$ cat src/rtl/osr_rx_pkg.sv
package osr_rx_pkg;

   typedef enum logic [2:0] {
      RXS_IDLE,
      RXS_START,
      RXS_DATA,
      RXS_PAR,
      RXS_STOP
   } rx_state_e;

   // flag positions inside the status vector
   localparam int FLAG_PAR = 0;
   localparam int FLAG_FRM = 1;
   localparam int FLAG_OVR = 2;
   localparam int FLAG_BRK = 3;
   localparam int FLAG_W   = 4;

   // start, parity and stop bits around the data field
   localparam int FRAME_OVERHEAD = 3;

endpackage

$ cat src/rtl/osr_sync.sv
module osr_sync #(
   parameter int   STAGES  = 2,
   parameter logic RST_VAL = 1'b1
) (
   input  logic clk,
   input  logic rst_n,
   input  logic d,
   output logic q
);

   logic [STAGES-1:0] chain;

   generate
      if (STAGES == 1) begin : g_single
         always_ff @(posedge clk or negedge rst_n) begin
            if (!rst_n) chain <= RST_VAL;
            else        chain <= d;
         end
      end else begin : g_chain
         always_ff @(posedge clk or negedge rst_n) begin
            if (!rst_n) chain <= {STAGES{RST_VAL}};
            else        chain <= {chain[STAGES-2:0], d};
         end
      end
   endgenerate

   assign q = chain[STAGES-1];

endmodule

$ cat src/rtl/osr_deframer.sv
module osr_deframer
   import osr_rx_pkg::*;
#(
   parameter int DATA_W     = 8,
   parameter int OS_RATE    = 16,
   parameter int SAMP_FIRST = 7,
   parameter int SAMP_CNT   = 4
) (
   input  logic              clk,
   input  logic              rst_n,
   input  logic              tick,
   input  logic              rx,
   output logic              done,
   output logic [DATA_W-1:0] data,
   output logic              par_bad,
   output logic              frm_bad
);

   localparam int CNT_W = $clog2(OS_RATE);
   localparam int BIX_W = (DATA_W > 1) ? $clog2(DATA_W) : 1;
   localparam int SH_W  = DATA_W + 2;
   localparam logic [CNT_W-1:0] CNT_LAST = CNT_W'(OS_RATE - 1);
   localparam logic [CNT_W-1:0] WIN_LO   = CNT_W'(SAMP_FIRST);
   localparam logic [CNT_W-1:0] WIN_HI   = CNT_W'(SAMP_FIRST + SAMP_CNT - 1);
   localparam logic [BIX_W-1:0] BIX_LAST = BIX_W'(DATA_W - 1);

   rx_state_e           state;
   logic [CNT_W-1:0]    os_cnt;
   logic [SAMP_CNT-1:0] samp;
   logic [SH_W-1:0]     sh;
   logic [BIX_W-1:0]    bix;
   logic                mis;

   logic in_win;
   logic agree;
   logic bit_val;

   assign in_win  = (os_cnt >= WIN_LO) && (os_cnt <= WIN_HI);
   assign agree   = (samp == '0) || (&samp);
   assign bit_val = samp[SAMP_CNT-1];   // earliest of the window

   always_ff @(posedge clk or negedge rst_n) begin
      if (!rst_n) begin
         state  <= RXS_IDLE;
         os_cnt <= '0;
         samp   <= '0;
         sh     <= '0;
         bix    <= '0;
         mis    <= 1'b0;
         done   <= 1'b0;
      end else begin
         done <= 1'b0;
         if (tick) begin
            if (state == RXS_IDLE) begin
               if (!rx) begin
                  state  <= RXS_START;
                  os_cnt <= CNT_W'(1);
               end
            end else begin
               if (in_win) samp <= {samp[SAMP_CNT-2:0], rx};
               if (os_cnt == CNT_LAST) begin
                  os_cnt <= '0;
                  case (state)
                     RXS_START: begin
                        if (agree && !bit_val) begin
                           state <= RXS_DATA;
                           bix   <= '0;
                           mis   <= 1'b0;
                        end else begin
                           state <= RXS_IDLE;
                        end
                     end
                     RXS_DATA: begin
                        sh  <= {bit_val, sh[SH_W-1:1]};
                        mis <= mis | !agree;
                        if (bix == BIX_LAST) state <= RXS_PAR;
                        else                 bix   <= bix + 1'b1;
                     end
                     RXS_PAR: begin
                        sh    <= {bit_val, sh[SH_W-1:1]};
                        mis   <= mis | !agree;
                        state <= RXS_STOP;
                     end
                     RXS_STOP: begin
                        sh    <= {bit_val, sh[SH_W-1:1]};
                        mis   <= mis | !agree;
                        done  <= 1'b1;
                        state <= RXS_IDLE;
                     end
                     default: state <= RXS_IDLE;
                  endcase
               end else begin
                  os_cnt <= os_cnt + 1'b1;
               end
            end
         end
      end
   end

   // frame layout after the last shift: data at the bottom, parity, stop on top
   assign data    = sh[DATA_W-1:0];
   assign par_bad = sh[DATA_W] ^ (^sh[DATA_W-1:0]);
   assign frm_bad = !sh[SH_W-1] || mis;

endmodule

$ cat src/rtl/osr_rx_buffer.sv
module osr_rx_buffer #(
   parameter int DATA_W = 8,
   parameter int DEPTH  = 4
) (
   input  logic              clk,
   input  logic              rst_n,
   input  logic              wr,
   input  logic [DATA_W-1:0] wdata,
   input  logic              rd,
   output logic [DATA_W-1:0] rdata,
   output logic              empty,
   output logic              ovr
);

   localparam int PTR_W = (DEPTH > 1) ? $clog2(DEPTH) : 1;
   localparam int LVL_W = $clog2(DEPTH + 1);
   localparam logic [LVL_W-1:0] LVL_MAX = LVL_W'(DEPTH);

   logic              hold_v;
   logic [DATA_W-1:0] hold_d;
   logic [DATA_W-1:0] mem [DEPTH];
   logic [PTR_W-1:0]  wptr;
   logic [PTR_W-1:0]  rptr;
   logic [LVL_W-1:0]  level;

   logic full;
   logic move;
   logic pop;
   logic take;

   assign full  = (level == LVL_MAX);
   assign empty = (level == '0);
   assign move  = hold_v && !full;
   assign pop   = rd && !empty;
   assign take  = wr && (!hold_v || move);
   assign ovr   = wr && hold_v && !move;

   always_ff @(posedge clk or negedge rst_n) begin
      if (!rst_n) begin
         hold_v <= 1'b0;
         hold_d <= '0;
      end else if (take) begin
         hold_v <= 1'b1;
         hold_d <= wdata;
      end else if (move) begin
         hold_v <= 1'b0;
      end
   end

   always_ff @(posedge clk) begin
      if (move) mem[wptr] <= hold_d;
   end

   always_ff @(posedge clk or negedge rst_n) begin
      if (!rst_n) begin
         wptr  <= '0;
         rptr  <= '0;
         level <= '0;
         rdata <= '0;
      end else begin
         if (move) wptr <= wptr + 1'b1;
         if (pop) begin
            rptr  <= rptr + 1'b1;
            rdata <= mem[rptr];
         end
         case ({move, pop})
            2'b10:   level <= level + LVL_W'(1);
            2'b01:   level <= level - LVL_W'(1);
            default: level <= level;
         endcase
      end
   end

endmodule

$ cat src/rtl/osr_err_flags.sv
module osr_err_flags
   import osr_rx_pkg::*;
#(
   parameter int DATA_W  = 8,
   parameter int OS_RATE = 16
) (
   input  logic              clk,
   input  logic              rst_n,
   input  logic              tick,
   input  logic              rx,
   input  logic              done,
   input  logic              par_bad,
   input  logic              frm_bad,
   input  logic              ovr,
   input  logic              clr,
   output logic [FLAG_W-1:0] flags
);

   localparam int BRK_TICKS = (DATA_W + FRAME_OVERHEAD) * OS_RATE + 1;
   localparam int BRK_W     = $clog2(BRK_TICKS + 1);
   localparam logic [BRK_W-1:0] BRK_TOP = BRK_W'(BRK_TICKS);
   localparam logic [BRK_W-1:0] BRK_HIT = BRK_W'(BRK_TICKS - 1);

   logic [BRK_W-1:0]  low_run;
   logic              brk_hit;
   logic [FLAG_W-1:0] set_v;

   assign brk_hit = tick && !rx && (low_run == BRK_HIT);

   always_comb begin
      set_v           = '0;
      set_v[FLAG_PAR] = done && par_bad;
      set_v[FLAG_FRM] = done && frm_bad;
      set_v[FLAG_OVR] = ovr;
      set_v[FLAG_BRK] = brk_hit;
   end

   always_ff @(posedge clk or negedge rst_n) begin
      if (!rst_n) begin
         low_run <= '0;
      end else if (tick) begin
         if (rx)                      low_run <= '0;
         else if (low_run != BRK_TOP) low_run <= low_run + 1'b1;
      end
   end

   always_ff @(posedge clk or negedge rst_n) begin
      if (!rst_n) flags <= '0;
      else        flags <= (clr ? '0 : flags) | set_v;
   end

endmodule

$ cat src/rtl/osr_uart_rx.sv
module osr_uart_rx
   import osr_rx_pkg::*;
#(
   parameter int DATA_W      = 8,
   parameter int OS_RATE     = 16,
   parameter int SAMP_FIRST  = 7,
   parameter int SAMP_CNT    = 4,
   parameter int SYNC_STAGES = 2,
   parameter int FIFO_DEPTH  = 4
) (
   input  logic              clk,
   input  logic              rst_n,
   input  logic              os_tick_i,
   input  logic              rx_i,
   input  logic              rd_i,
   input  logic              clr_i,
   output logic [DATA_W-1:0] rd_data_o,
   output logic              rx_empty_o,
   output logic [FLAG_W-1:0] err_o
);

   initial begin
      assert (DATA_W >= 2) else $error("DATA_W must be at least 2");
      assert (SAMP_CNT >= 2) else $error("SAMP_CNT must be at least 2");
      assert (SAMP_FIRST >= 1) else $error("SAMP_FIRST must be at least 1");
      assert (SAMP_FIRST + SAMP_CNT <= OS_RATE - 1)
         else $error("sample window must end before the last tick");
      assert (SYNC_STAGES >= 1) else $error("SYNC_STAGES must be at least 1");
      assert ((FIFO_DEPTH >= 2) && ((FIFO_DEPTH & (FIFO_DEPTH - 1)) == 0))
         else $error("FIFO_DEPTH must be a power of two");
   end

   logic              rx_sync;
   logic              fr_done;
   logic [DATA_W-1:0] fr_data;
   logic              fr_par_bad;
   logic              fr_frm_bad;
   logic              buf_ovr;

   osr_sync #(
      .STAGES  (SYNC_STAGES),
      .RST_VAL (1'b1)
   ) u_sync (
      .clk   (clk),
      .rst_n (rst_n),
      .d     (rx_i),
      .q     (rx_sync)
   );

   osr_deframer #(
      .DATA_W     (DATA_W),
      .OS_RATE    (OS_RATE),
      .SAMP_FIRST (SAMP_FIRST),
      .SAMP_CNT   (SAMP_CNT)
   ) u_deframer (
      .clk     (clk),
      .rst_n   (rst_n),
      .tick    (os_tick_i),
      .rx      (rx_sync),
      .done    (fr_done),
      .data    (fr_data),
      .par_bad (fr_par_bad),
      .frm_bad (fr_frm_bad)
   );

   osr_rx_buffer #(
      .DATA_W (DATA_W),
      .DEPTH  (FIFO_DEPTH)
   ) u_buffer (
      .clk   (clk),
      .rst_n (rst_n),
      .wr    (fr_done),
      .wdata (fr_data),
      .rd    (rd_i),
      .rdata (rd_data_o),
      .empty (rx_empty_o),
      .ovr   (buf_ovr)
   );

   osr_err_flags #(
      .DATA_W  (DATA_W),
      .OS_RATE (OS_RATE)
   ) u_flags (
      .clk     (clk),
      .rst_n   (rst_n),
      .tick    (os_tick_i),
      .rx      (rx_sync),
      .done    (fr_done),
      .par_bad (fr_par_bad),
      .frm_bad (fr_frm_bad),
      .ovr     (buf_ovr),
      .clr     (clr_i),
      .flags   (err_o)
   );

endmodule

$ cat config.mk
export PLATFORM = sky130hd
export DESIGN_NAME = osr_uart_rx
export DESIGN_NICKNAME = d
export VERILOG_FILES = /design/src/rtl/osr_rx_pkg.sv /design/src/rtl/osr_sync.sv /design/src/rtl/osr_deframer.sv /design/src/rtl/osr_rx_buffer.sv /design/src/rtl/osr_err_flags.sv /design/src/rtl/osr_uart_rx.sv
export SDC_FILE = /design/constraint.sdc
export NUM_CORES = 1
export LEC_CHECK = 0
export BUFFER_PORTS_ARGS = -buffer_cell sky130_fd_sc_hd__buf_2
export CORE_MARGIN = 1
export CORE_UTILIZATION = 25
export CTS_CLUSTER_DIAMETER = 120
export CTS_CLUSTER_SIZE = 8
export DETAILED_ROUTE_END_ITERATION = 8
export PLACE_DENSITY = 0.49
export SETUP_SLACK_MARGIN = 0.3
export SLEW_MARGIN = 20
export SYNTH_ARGS = -nofsm -noshare
export SYNTH_HDL_FRONTEND = slang
export SYNTH_SLANG_ARGS = --single-unit
$ cat constraint.sdc
create_clock -name clk -period 5.4 [get_ports clk]
set_input_delay 0.54 -clock clk [delete_from_list [all_inputs] [get_ports clk]]
set_output_delay 0.54 -clock clk [all_outputs]
set_load 0.03 [all_outputs]
==> reports/summary.log, run 1 <==
[placed_design] Placed Cells incl. Taps 523
[sta] number of max-slew violations in the final report 0
[power_and_ir_drop] leakage power 0.00197 µW
[worst_setup_path] R2R Setup Slk 3.40 ns
[clock_tree] post-CTS repair timing setup buffer count 0
[hold_path] Min-Delay Endpoint u_sync.chain[0]
[finish] count of placed standard cells in the final layout, fillers left out 539
[clock_tree] TritonCTS clock tree yes
[sta] Final Hold Vio Count 0
[floorplan] row count 46
[worst_setup_path] Worst Reg-to-Reg Cells 9
[floorplan] top-level I/O count 19
[sta] worst clock skew 0.00927 ns
[worst_setup_path] largest driver fanout on the critical path 10
[finish] antenna diode count 0
[global_routing] maximum number of pins on one net before global-route repair 65
[finish] area overhead of the layout relative to synthesis 15.4%
[global_routing] gr usage total 8.94%
[sta] post-route setup slack 3.40 ns
[power_and_ir_drop] Max VDD drop 0.164 mV
[worst_setup_path] data arrival time at the worst-slack endpoint 2.28 ns
[hold_path] cell count of the worst hold path 1
[drt] vias after detailed routing 2308
[placed_design] RePlAce Congestion 0.700
[clock_tree] count of cells resized by post-cts repair 0
[floorplan] initial cell density of the core 26.0%
[worst_setup_path] endpoint class of the critical path flip-flop
[global_routing] number of global-route vias before repair 2399
[sta] sum of negative setup slack 0 ns
[logic_synthesis] share of the yosys chip area belonging to registers 61.3%
[floorplan] core region area 16100 µm²
[worst_setup_path] Worst Setup SP u_buffer.level[0]
[clock_tree] clock buffer depth 2
[worst_setup_path] Buf+Inv Stages, Crit Path 2
[placed_design] worst slack after detailed placement 3.34 ns
[worst_setup_path] maximum single-stage delay on the critical path 0.41 ns
[power_and_ir_drop] share of total power in sequential cells 47.5%
[sta] Tmin final 2.00 ns
[logic_synthesis] Yosys reg bits 96
[finish] commonest cells after routing, fill and taps aside 62 x sky130_fd_sc_hd__dfrtp_1, 32 x sky130_fd_sc_hd__edfxtp_1, 22 x sky130_fd_sc_hd__nand2_1
[power_and_ir_drop] switching power of the nets 634 µW
[logic_synthesis] Synth cell types 48
[logic_synthesis] Cells after Synth 296
[logic_synthesis] Most used DFF post-synth sky130_fd_sc_hd__dfrtp_1
[finish] final core occ 30.0%
[drt] detailed-routing iteration count for the pre-antenna-repair pass 4
[flow_run] Max-Cap Viols 0
[drt] starting DRC count in detailed routing 77
[finish] most common cell after layout, fill and taps aside sky130_fd_sc_hd__dfrtp_1
[worst_setup_path] worst-path cell chain nor3_1 -> nand2b_1 -> inv_2 -> ha_1 -> inv_1 -> fa_1 -> xor2_1 -> nor2_1 -> xor2_1
[sta] transition time at the pin with the least slew margin 0.832 ns
[finish] count of nets after finishing 337
[floorplan] die area 17300 µm²
[clock_tree] CTS H-tree lvls 3
[hold_path] Hold Startpoint rx_i
[finish] layout cell share with drive strength beyond 1 22.3%
[worst_setup_path] required time worst endpoint 5.67 ns
[clock_tree] hold_buf cts 0
[clock_tree] number of buffers created by CTS 9
[power_and_ir_drop] combinational group share of total power 19.3%
[clock_tree] number of sinks handled by clock tree synthesis 96
[power_and_ir_drop] switching part of the total 31.2%
[logic_synthesis] number of synthesized flops with an enable pin 32
[sta] Setup violations, final 0
[worst_setup_path] R2R Path End u_buffer.level[2]
[logic_synthesis] Post-Syn Area 4180 µm²
[clock_tree] clock-pin slew reported for the worst setup and hold paths after clock tree synthesis 0.07 ns
[sta] normalized max-slew margin 44.6%
[worst_setup_path] Critical Path Most Common Cell sky130_fd_sc_hd__xor2_1
[logic_synthesis] warning count from the yosys run 0
[placed_design] Post-DP HPWL 4680 µm
[power_and_ir_drop] internal power 1400 µW
[drt] routed wire length 6950 µm
[logic_synthesis] Net Count, Synth 315
[floorplan] chip width 131 µm
[sta] final cycle utilization of the critical path 37.1%
[floorplan] floorplan die height 131 µm
[status] result of the run complete, no violations
[logic_synthesis] syn avg cell area 14.1 µm²
[worst_setup_path] launch point of the worst reg-to-reg path u_buffer.level[0]
[drt] remaining routing DRC violations 0
[drt] antenna viol nets, final 0
[power_and_ir_drop] power per cell area 421 nW/µm²
[placed_design] quantity of I/O buffers inserted on ports 18
[finish] fill cell instance count of the final layout 1642
[sta] unrepaired setup endpoints after global routing false
[worst_setup_path] slowest CP cell sky130_fd_sc_hd__dfrtp_1
[sta] Fmax achieved 0.499 GHz
[clock_tree] Worst-Skew Late Latency 0.34 ns
[global_routing] antenna violations before repair 0
[worst_setup_path] Worst Setup Start Kind flip-flop
[worst_setup_path] critical path's top delay family adder cells
[power_and_ir_drop] total power 2040 µW
[drt] vias per cell 4.28
[power_and_ir_drop] clock share of power 33.2%
[global_routing] wire length of the first global-routing pass 12200 µm
[global_routing] total congestion overflow 0
[drt] Routed WL per cell 12.9 µm
[clock_tree] CTS root buffer sky130_fd_sc_hd__clkbuf_16
[hold_path] Hold/Removal Path Class input pin to flip-flop
[logic_synthesis] Async SR Flop Fraction 66.7%
[worst_setup_path] Worst Path Class, Setup flip-flop to flip-flop
==> routing by layer <==
layer | GRT usage (%) | wire length, µm | vias to the layer above
met5 | 0 | 0 | -
met4 | 4.26 | 129 | 0
met3 | 2.20 | 200 | 11
met2 | 14.9 | 3350 | 28
met1 | 10.8 | 3270 | 1150
li1 | - | - | 1119
==> how the worst max path moves through the flow <==
stage          cells after the start                 to
2_1_floorplan                      7  u_buffer.level[1]
3_3_place_gp                       9  u_buffer.level[2]
3_5_place_dp                       9  u_buffer.level[2]
4_1_cts                            9  u_buffer.level[2]
5_1_grt                            7  u_buffer.level[1]
6_report                           9  u_buffer.level[2]
==> flip-flops by register name (all words and copies together) (netlist names), 3 cells and up <==
signal,count
u_buffer.hold_d,8
u_buffer.mem,32
u_buffer.rdata,8
u_deframer.bix,3
u_flags.flags,4
u_buffer.level,3
u_deframer.state,3
u_flags.low_run,8
u_deframer.samp,4
u_deframer.sh,10
u_deframer.os_cnt,4
==> Yosys cell counts (2+ instances only) <==
library cell	n	share of area [%]
sky130_fd_sc_hd__a21oi_1	4	0.48
sky130_fd_sc_hd__and2_1	4	0.60
sky130_fd_sc_hd__dfrtp_1	62	37
sky130_fd_sc_hd__edfxtp_1	32	23
sky130_fd_sc_hd__mux4_2	8	4.3
sky130_fd_sc_hd__o2bb2ai_1	4	0.84
sky130_fd_sc_hd__nor3_1	4	0.48
sky130_fd_sc_hd__mux2_2	16	4.3
sky130_fd_sc_hd__xor2_1	3	0.63
sky130_fd_sc_hd__mux2_4	3	1.1
sky130_fd_sc_hd__a22o_1	6	1.3
sky130_fd_sc_hd__inv_1	13	1.2
sky130_fd_sc_hd__nor2_1	10	0.90
sky130_fd_sc_hd__o21ai_0	9	1.1
sky130_fd_sc_hd__nor2b_1	2	0.30
sky130_fd_sc_hd__o21ai_1	2	0.24
sky130_fd_sc_hd__clkbuf_1	3	0.27
sky130_fd_sc_hd__dfstp_2	2	1.3
sky130_fd_sc_hd__nand2_1	22	2.0
sky130_fd_sc_hd__ha_1	12	3.6
sky130_fd_sc_hd__buf_2	4	0.48
sky130_fd_sc_hd__nand3_1	15	1.8
sky130_fd_sc_hd__nand4_1	2	0.30
sky130_fd_sc_hd__o22ai_1	2	0.30
sky130_fd_sc_hd__mux2_1	14	3.8
sky130_fd_sc_hd__inv_2	2	0.18
sky130_fd_sc_hd__nand2b_1	4	0.60
sky130_fd_sc_hd__o221ai_1	2	0.42
sky130_fd_sc_hd__xnor2_1	11	2.3
==> final cells by class <==
class / instances / area [µm²] / share of cell area [%]
flip-flops and latches: 96 / 2560 / 53.1
multi-input cells: 177 / 1520 / 31.5
well taps: 216 / 270 / 5.60
clock buffers: 9 / 225 / 4.66
repair buffers: 19 / 97.6 / 2.02
clock inverters: 7 / 95.1 / 1.97
inverters: 15 / 56.3 / 1.17
==> stage by stage <==
step	hold WS, ns	cell area (µm²)
2_1_floorplan	0.244	4180
3_3_place_gp	0.349	4510
3_5_place_dp	0.348	4510
4_1_cts	0.281	4830
5_1_grt	0.281	4830
6_report	0.291	4830
==> cell families (layout without fill, tap and decap cells) <==
family | Yosys count | in the layout | share of synthesized area (%)
AO/OA/AOI/OAI | 34 | 34 | 5.71
XOR/XNOR | 15 | 15 | 3.47
adder cells (fa/ha/maj) | 13 | 13 | 4.07
buffers and inverters | 23 | 50 | 2.36
flip-flops | 96 | 96 | 61.3
multiplexers | 42 | 42 | 13.7
AND/OR/NAND/NOR | 73 | 73 | 9.39
==> power groups by stage <==
stage	Combinational (µW)	Sequential, µW	Clock (µW)
2_1_floorplan	309	973	0
6_report	394	967	675
5_1_grt	444	990	721
3_5_place_dp	399	987	0
4_1_cts	403	971	696
3_3_place_gp	394	984	0
(Power assumes the default switching activity.)
==> inputs of run 2 (changes only) <==
- ABC_AREA: default -> 1
- clock period: 5.4 -> 1.9 ns (I/O delays scaled with it)
==> run 2 against run 1 <==
Compared with the run above: total power grew to 3.2 times the previous value; final cell count grew 32%; combinational power rose to 5.1 times the previous value; synthesized cell count up 51%; synthesized area rose by 4.2%; setup slack lost 3.3 ns; final area up 7.8%; clock power rose to 2.7 times the previous value; hold slack worse by 0.16 ns; first-iteration DRC count is 52% higher; wire length rose by 17%; critical path depth down 2; highest routed layer unchanged.
==> reports/summary.log, run 2 <==
[floorplan] chip width 134 µm [was 131 µm]
[clock_tree] clock buffer depth 2 [unchanged]
[floorplan] top-level I/O count 19 [unchanged]
[finish] Reg with most FFs u_buffer.mem [unchanged]
[finish] area of all placed cells without fillers 5200 µm² [was 4830 µm²]
[power_and_ir_drop] leakage power 0.00225 µW [was 0.00197 µW]
[drt] antenna viol nets, final 0 [unchanged]
[logic_synthesis] most frequently used cell type in the post-synthesis netlist sky130_fd_sc_hd__nand2_1 [was sky130_fd_sc_hd__dfrtp_1]
[drt] remaining routing DRC violations 0 [unchanged]
[sta] Final Hold Vio Count 0 [unchanged]
[logic_synthesis] Most used DFF post-synth sky130_fd_sc_hd__dfrtp_1 [unchanged]
[logic_synthesis] Cells after Synth 446 [was 296]
[drt] starting DRC count in detailed routing 117 [was 77]
[clock_tree] clock-pin slew reported for the worst setup and hold paths after clock tree synthesis 0.07 ns [about the same]
[finish] antenna diode count 0 [unchanged]
[sta] unrepaired setup endpoints after global routing true [was false]
[power_and_ir_drop] Max VDD drop 0.588 mV [was 0.164 mV]
[placed_design] quantity of I/O buffers inserted on ports 18 [unchanged]
[finish] flip-flop count of the largest register after layout 32 [unchanged]
[drt] detailed-routing iteration count for the pre-antenna-repair pass 4 [unchanged]
[power_and_ir_drop] internal power 4130 µW [was 1400 µW]
[finish] layout cell share with drive strength beyond 1 18.3% [was 22.3%]
[placed_design] Post-DP HPWL 5850 µm [was 4680 µm]
[logic_synthesis] Synth cell types 39 [was 48]
[power_and_ir_drop] share of total power in sequential cells 41.8% [was 47.5%]
[placed_design] Placed Instance Area 4780 µm² [was 4510 µm²]
[global_routing] antenna violations before repair 0 [unchanged]
[floorplan] initial cell density of the core 25.9% [was 26.0%]
[floorplan] core region area 16800 µm² [was 16100 µm²]
[finish] biggest regs u_buffer.mem x32, u_deframer.sh x10 [unchanged]
[sta] post-route setup slack 0.140 ns [was 3.40 ns]
[worst_setup_path] R2R Setup Slk 0.14 ns [was 3.40 ns]
[clock_tree] TritonCTS clock tree yes [unchanged]
[flow_run] Max-Cap Viols 0 [unchanged]
[placed_design] worst slack after detailed placement 0.126 ns [was 3.34 ns]
[logic_synthesis] Yosys reg bits 96 [unchanged]
[sta] normalized max-slew margin 63.2% [was 44.6%]
[global_routing] gr usage total 10.0% [was 8.94%]
[sta] worst clock skew 0.0111 ns [was 0.00927 ns]
[logic_synthesis] top area cells in the synthesized netlist sky130_fd_sc_hd__dfrtp_1 36%, sky130_fd_sc_hd__edfxtp_1 22%, sky130_fd_sc_hd__nand2_1 7.1%, sky130_fd_sc_hd__nor2_1 5.1%, sky130_fd_sc_hd__inv_1 4.0% [was sky130_fd_sc_hd__dfrtp_1 37%, sky130_fd_sc_hd__edfxtp_1 23%, sky130_fd_sc_hd__mux2_2 4.3%, sky130_fd_sc_hd__mux4_2 4.3%, sky130_fd_sc_hd__mux2_1 3.8%]
[logic_synthesis] list of most frequent post-synthesis cells 83 x sky130_fd_sc_hd__nand2_1, 62 x sky130_fd_sc_hd__dfrtp_1, 59 x sky130_fd_sc_hd__nor2_1 [was 62 x sky130_fd_sc_hd__dfrtp_1, 32 x sky130_fd_sc_hd__edfxtp_1, 22 x sky130_fd_sc_hd__nand2_1]
[sta] Tmin final 1.76 ns [was 2.00 ns]
[worst_setup_path] maximum single-stage delay on the critical path 0.45 ns [was 0.41 ns]
[floorplan] row count 47 [was 46]
[global_routing] number of global-route vias before repair 3020 [was 2399]
[clock_tree] number of sinks handled by clock tree synthesis 96 [unchanged]
[finish] area overhead of the layout relative to synthesis 19.4% [was 15.4%]
[worst_setup_path] largest driver fanout on the critical path 4 [was 10]
[placed_design] Placed Cells incl. Taps 684 [was 523]
[power_and_ir_drop] switching power of the nets 2400 µW [was 634 µW]
[finish] fill cell instance count of the final layout 1781 [was 1642]
[finish] commonest cells after routing, fill and taps aside 83 x sky130_fd_sc_hd__nand2_1, 60 x sky130_fd_sc_hd__dfrtp_1, 57 x sky130_fd_sc_hd__nor2_1 [was 62 x sky130_fd_sc_hd__dfrtp_1, 32 x sky130_fd_sc_hd__edfxtp_1, 22 x sky130_fd_sc_hd__nand2_1]
[logic_synthesis] warning count from the yosys run 0 [unchanged]
[sta] final cycle utilization of the critical path 92.6% [was 37.1%]
[status] result of the run complete, no violations [unchanged]
[drt] vias after detailed routing 3015 [was 2308]
[drt] vias per cell 4.24 [was 4.28]
[logic_synthesis] Net Count, Synth 465 [was 315]
[global_routing] wire length of the first global-routing pass 14300 µm [was 12200 µm]
[power_and_ir_drop] combinational group share of total power 30.4% [was 19.3%]
[power_and_ir_drop] clock share of power 27.8% [was 33.2%]
[worst_setup_path] Worst Setup Start Kind flip-flop [unchanged]
[logic_synthesis] syn avg cell area 9.77 µm² [was 14.1 µm²]
[finish] final core occ 30.9% [was 30.0%]
[worst_setup_path] required time worst endpoint 2.13 ns [was 5.67 ns]
[clock_tree] CTS H-tree lvls 3 [unchanged]
[logic_synthesis] number of synthesized flops with an enable pin 32 [unchanged]
[clock_tree] number of buffers created by CTS 9 [unchanged]
[finish] multi-input logic area 1590 µm² [was 1520 µm²]
[logic_synthesis] largest area contributor in the synthesized netlist sky130_fd_sc_hd__dfrtp_1 [unchanged]
[logic_synthesis] top cell type's share of synthesized area 35.6% [was 37.1%]
[global_routing] maximum number of pins on one net before global-route repair 34 [was 65]
[clock_tree] Worst-Skew Late Latency 0.35 ns [was 0.34 ns]
[logic_synthesis] Async SR Flop Fraction 66.7% [unchanged]
[power_and_ir_drop] power per cell area 1250 nW/µm² [was 421 nW/µm²]
[finish] count of nets after finishing 505 [was 337]
[drt] Routed WL per cell 11.5 µm [was 12.9 µm]
[sta] Setup violations, final 0 [unchanged]
[sta] transition time at the pin with the least slew margin 0.552 ns [was 0.832 ns]
[placed_design] RePlAce Congestion 0.743 [was 0.700]
[worst_setup_path] Worst Path Class, Setup flip-flop to flip-flop [unchanged]
[hold_path] Hold/Removal Path Class input pin to flip-flop [unchanged]
[sta] Fmax achieved 0.568 GHz [was 0.499 GHz]
[clock_tree] CTS root buffer sky130_fd_sc_hd__clkbuf_16 [unchanged]
[finish] count of placed standard cells in the final layout, fillers left out 711 [was 539]
[logic_synthesis] share of the yosys chip area belonging to registers 58.9% [was 61.3%]
[worst_setup_path] slowest CP cell sky130_fd_sc_hd__dfrtp_2 [was sky130_fd_sc_hd__dfrtp_1]
[drt] routed wire length 8160 µm [was 6950 µm]
[worst_setup_path] endpoint class of the critical path flip-flop [unchanged]
[floorplan] floorplan die height 134 µm [was 131 µm]
[sta] number of max-slew violations in the final report 0 [unchanged]
[worst_setup_path] data arrival time at the worst-slack endpoint 1.99 ns [was 2.28 ns]
[power_and_ir_drop] switching part of the total 36.8% [was 31.2%]
[worst_setup_path] worst-path cell chain o31ai_4 -> ha_4 -> inv_4 -> fa_2 -> a21oi_2 -> o21ai_1 -> xor2_1 [was nor3_1 -> nand2b_1 -> inv_2 -> ha_1 -> inv_1 -> fa_1 -> xor2_1 -> nor2_1 -> xor2_1]
[finish] FF+latch area 2570 µm² [was 2560 µm²]
[global_routing] total congestion overflow 0 [unchanged]
[floorplan] die area 18000 µm² [was 17300 µm²]
[logic_synthesis] Post-Syn Area 4360 µm² [was 4180 µm²]
[finish] most common cell after layout, fill and taps aside sky130_fd_sc_hd__nand2_1 [was sky130_fd_sc_hd__dfrtp_1]
run 2: final timing paths:
check                                  start           endpoint  cells after the start
hold reg to reg              u_sync.chain[0]    u_sync.chain[1]                      0
setup reg to reg           u_buffer.level[0]  u_buffer.level[2]                      7
min in group asynchronous              rst_n  u_buffer.rdata[1]                      2
setup / recovery           u_buffer.level[0]  u_buffer.level[2]                      7
max in group asynchronous              rst_n    u_sync.chain[0]                      3
hold / removal                         clr_i   u_flags.flags[3]                      4
run 2: metal layers:
layer | share of wire (%) | vias to the layer above | wire (µm) | track usage [%]
met5 | 0 | - | 0 | 0
met4 | 1.6 | 0 | 127 | 3.56
met3 | 4.8 | 9 | 392 | 3.70
met2 | 45 | 39 | 3680 | 16.2
met1 | 49 | 1412 | 3960 | 12.2
li1 | - | 1555 | - | -
run 2: cell type report:
cell class	count	share of cell area (%)
inverter	51	3.85
sequential	96	49.3
timing repair buffer	38	5.14
tap	220	5.29
multi-input combinational	290	30.5
clock buffer	9	4.33
clock inverter	7	1.56
run 2: cells by family after synthesis:
| group | Yosys count | synth area share, % |
|---|---|---|
| AOI/OAI and AO/OA | 79 | 10.3 |
| xor gates and xnor gates | 10 | 2.01 |
| adders and majority gates | 13 | 3.90 |
| buffers and inverters | 60 | 5.60 |
| DFF | 96 | 58.9 |
| and+or+nand+nor | 188 | 19.4 |
run 2: worst max-delay path: cells and delay by family (launching register included):
kind / cells / cell delay, ns
buffers and inverters: 1 / 0.03
AOI/OAI and AO/OA: 3 / 0.49
adders and majority gates: 2 / 0.51
xor gates and xnor gates: 1 / 0.15
DFF: 1 / 0.45
run 2: repair_timing:
action,in CTS,in global routing
buffers inserted,2,7
hold buffers,2,0
pin swaps,3,5
gates resized for setup,4,8
setup endpoints to repair,21,11
hold endpoints to repair,21,0
run 2: through the flow:
stage	power (µW)	hold slack (ns)	TNS [ns]
final	6530	0.129	0
after global routing	7000	0.178	0
after CTS	6540	0.128	0
after detailed placement	4630	0.219	0
after global placement	4570	0.205	0
after floorplan	4160	-0.106	-0.0280
run 2: power by group through the flow:
stage / sequential (µW) / combinational (µW) / clock (µW)
after floorplan: 2870 / 1290 / 0
after global routing: 2770 / 2270 / 1960
final: 2730 / 1990 / 1810
after CTS: 2730 / 1920 / 1890
after detailed placement: 2770 / 1860 / 0
after global placement: 2760 / 1810 / 0
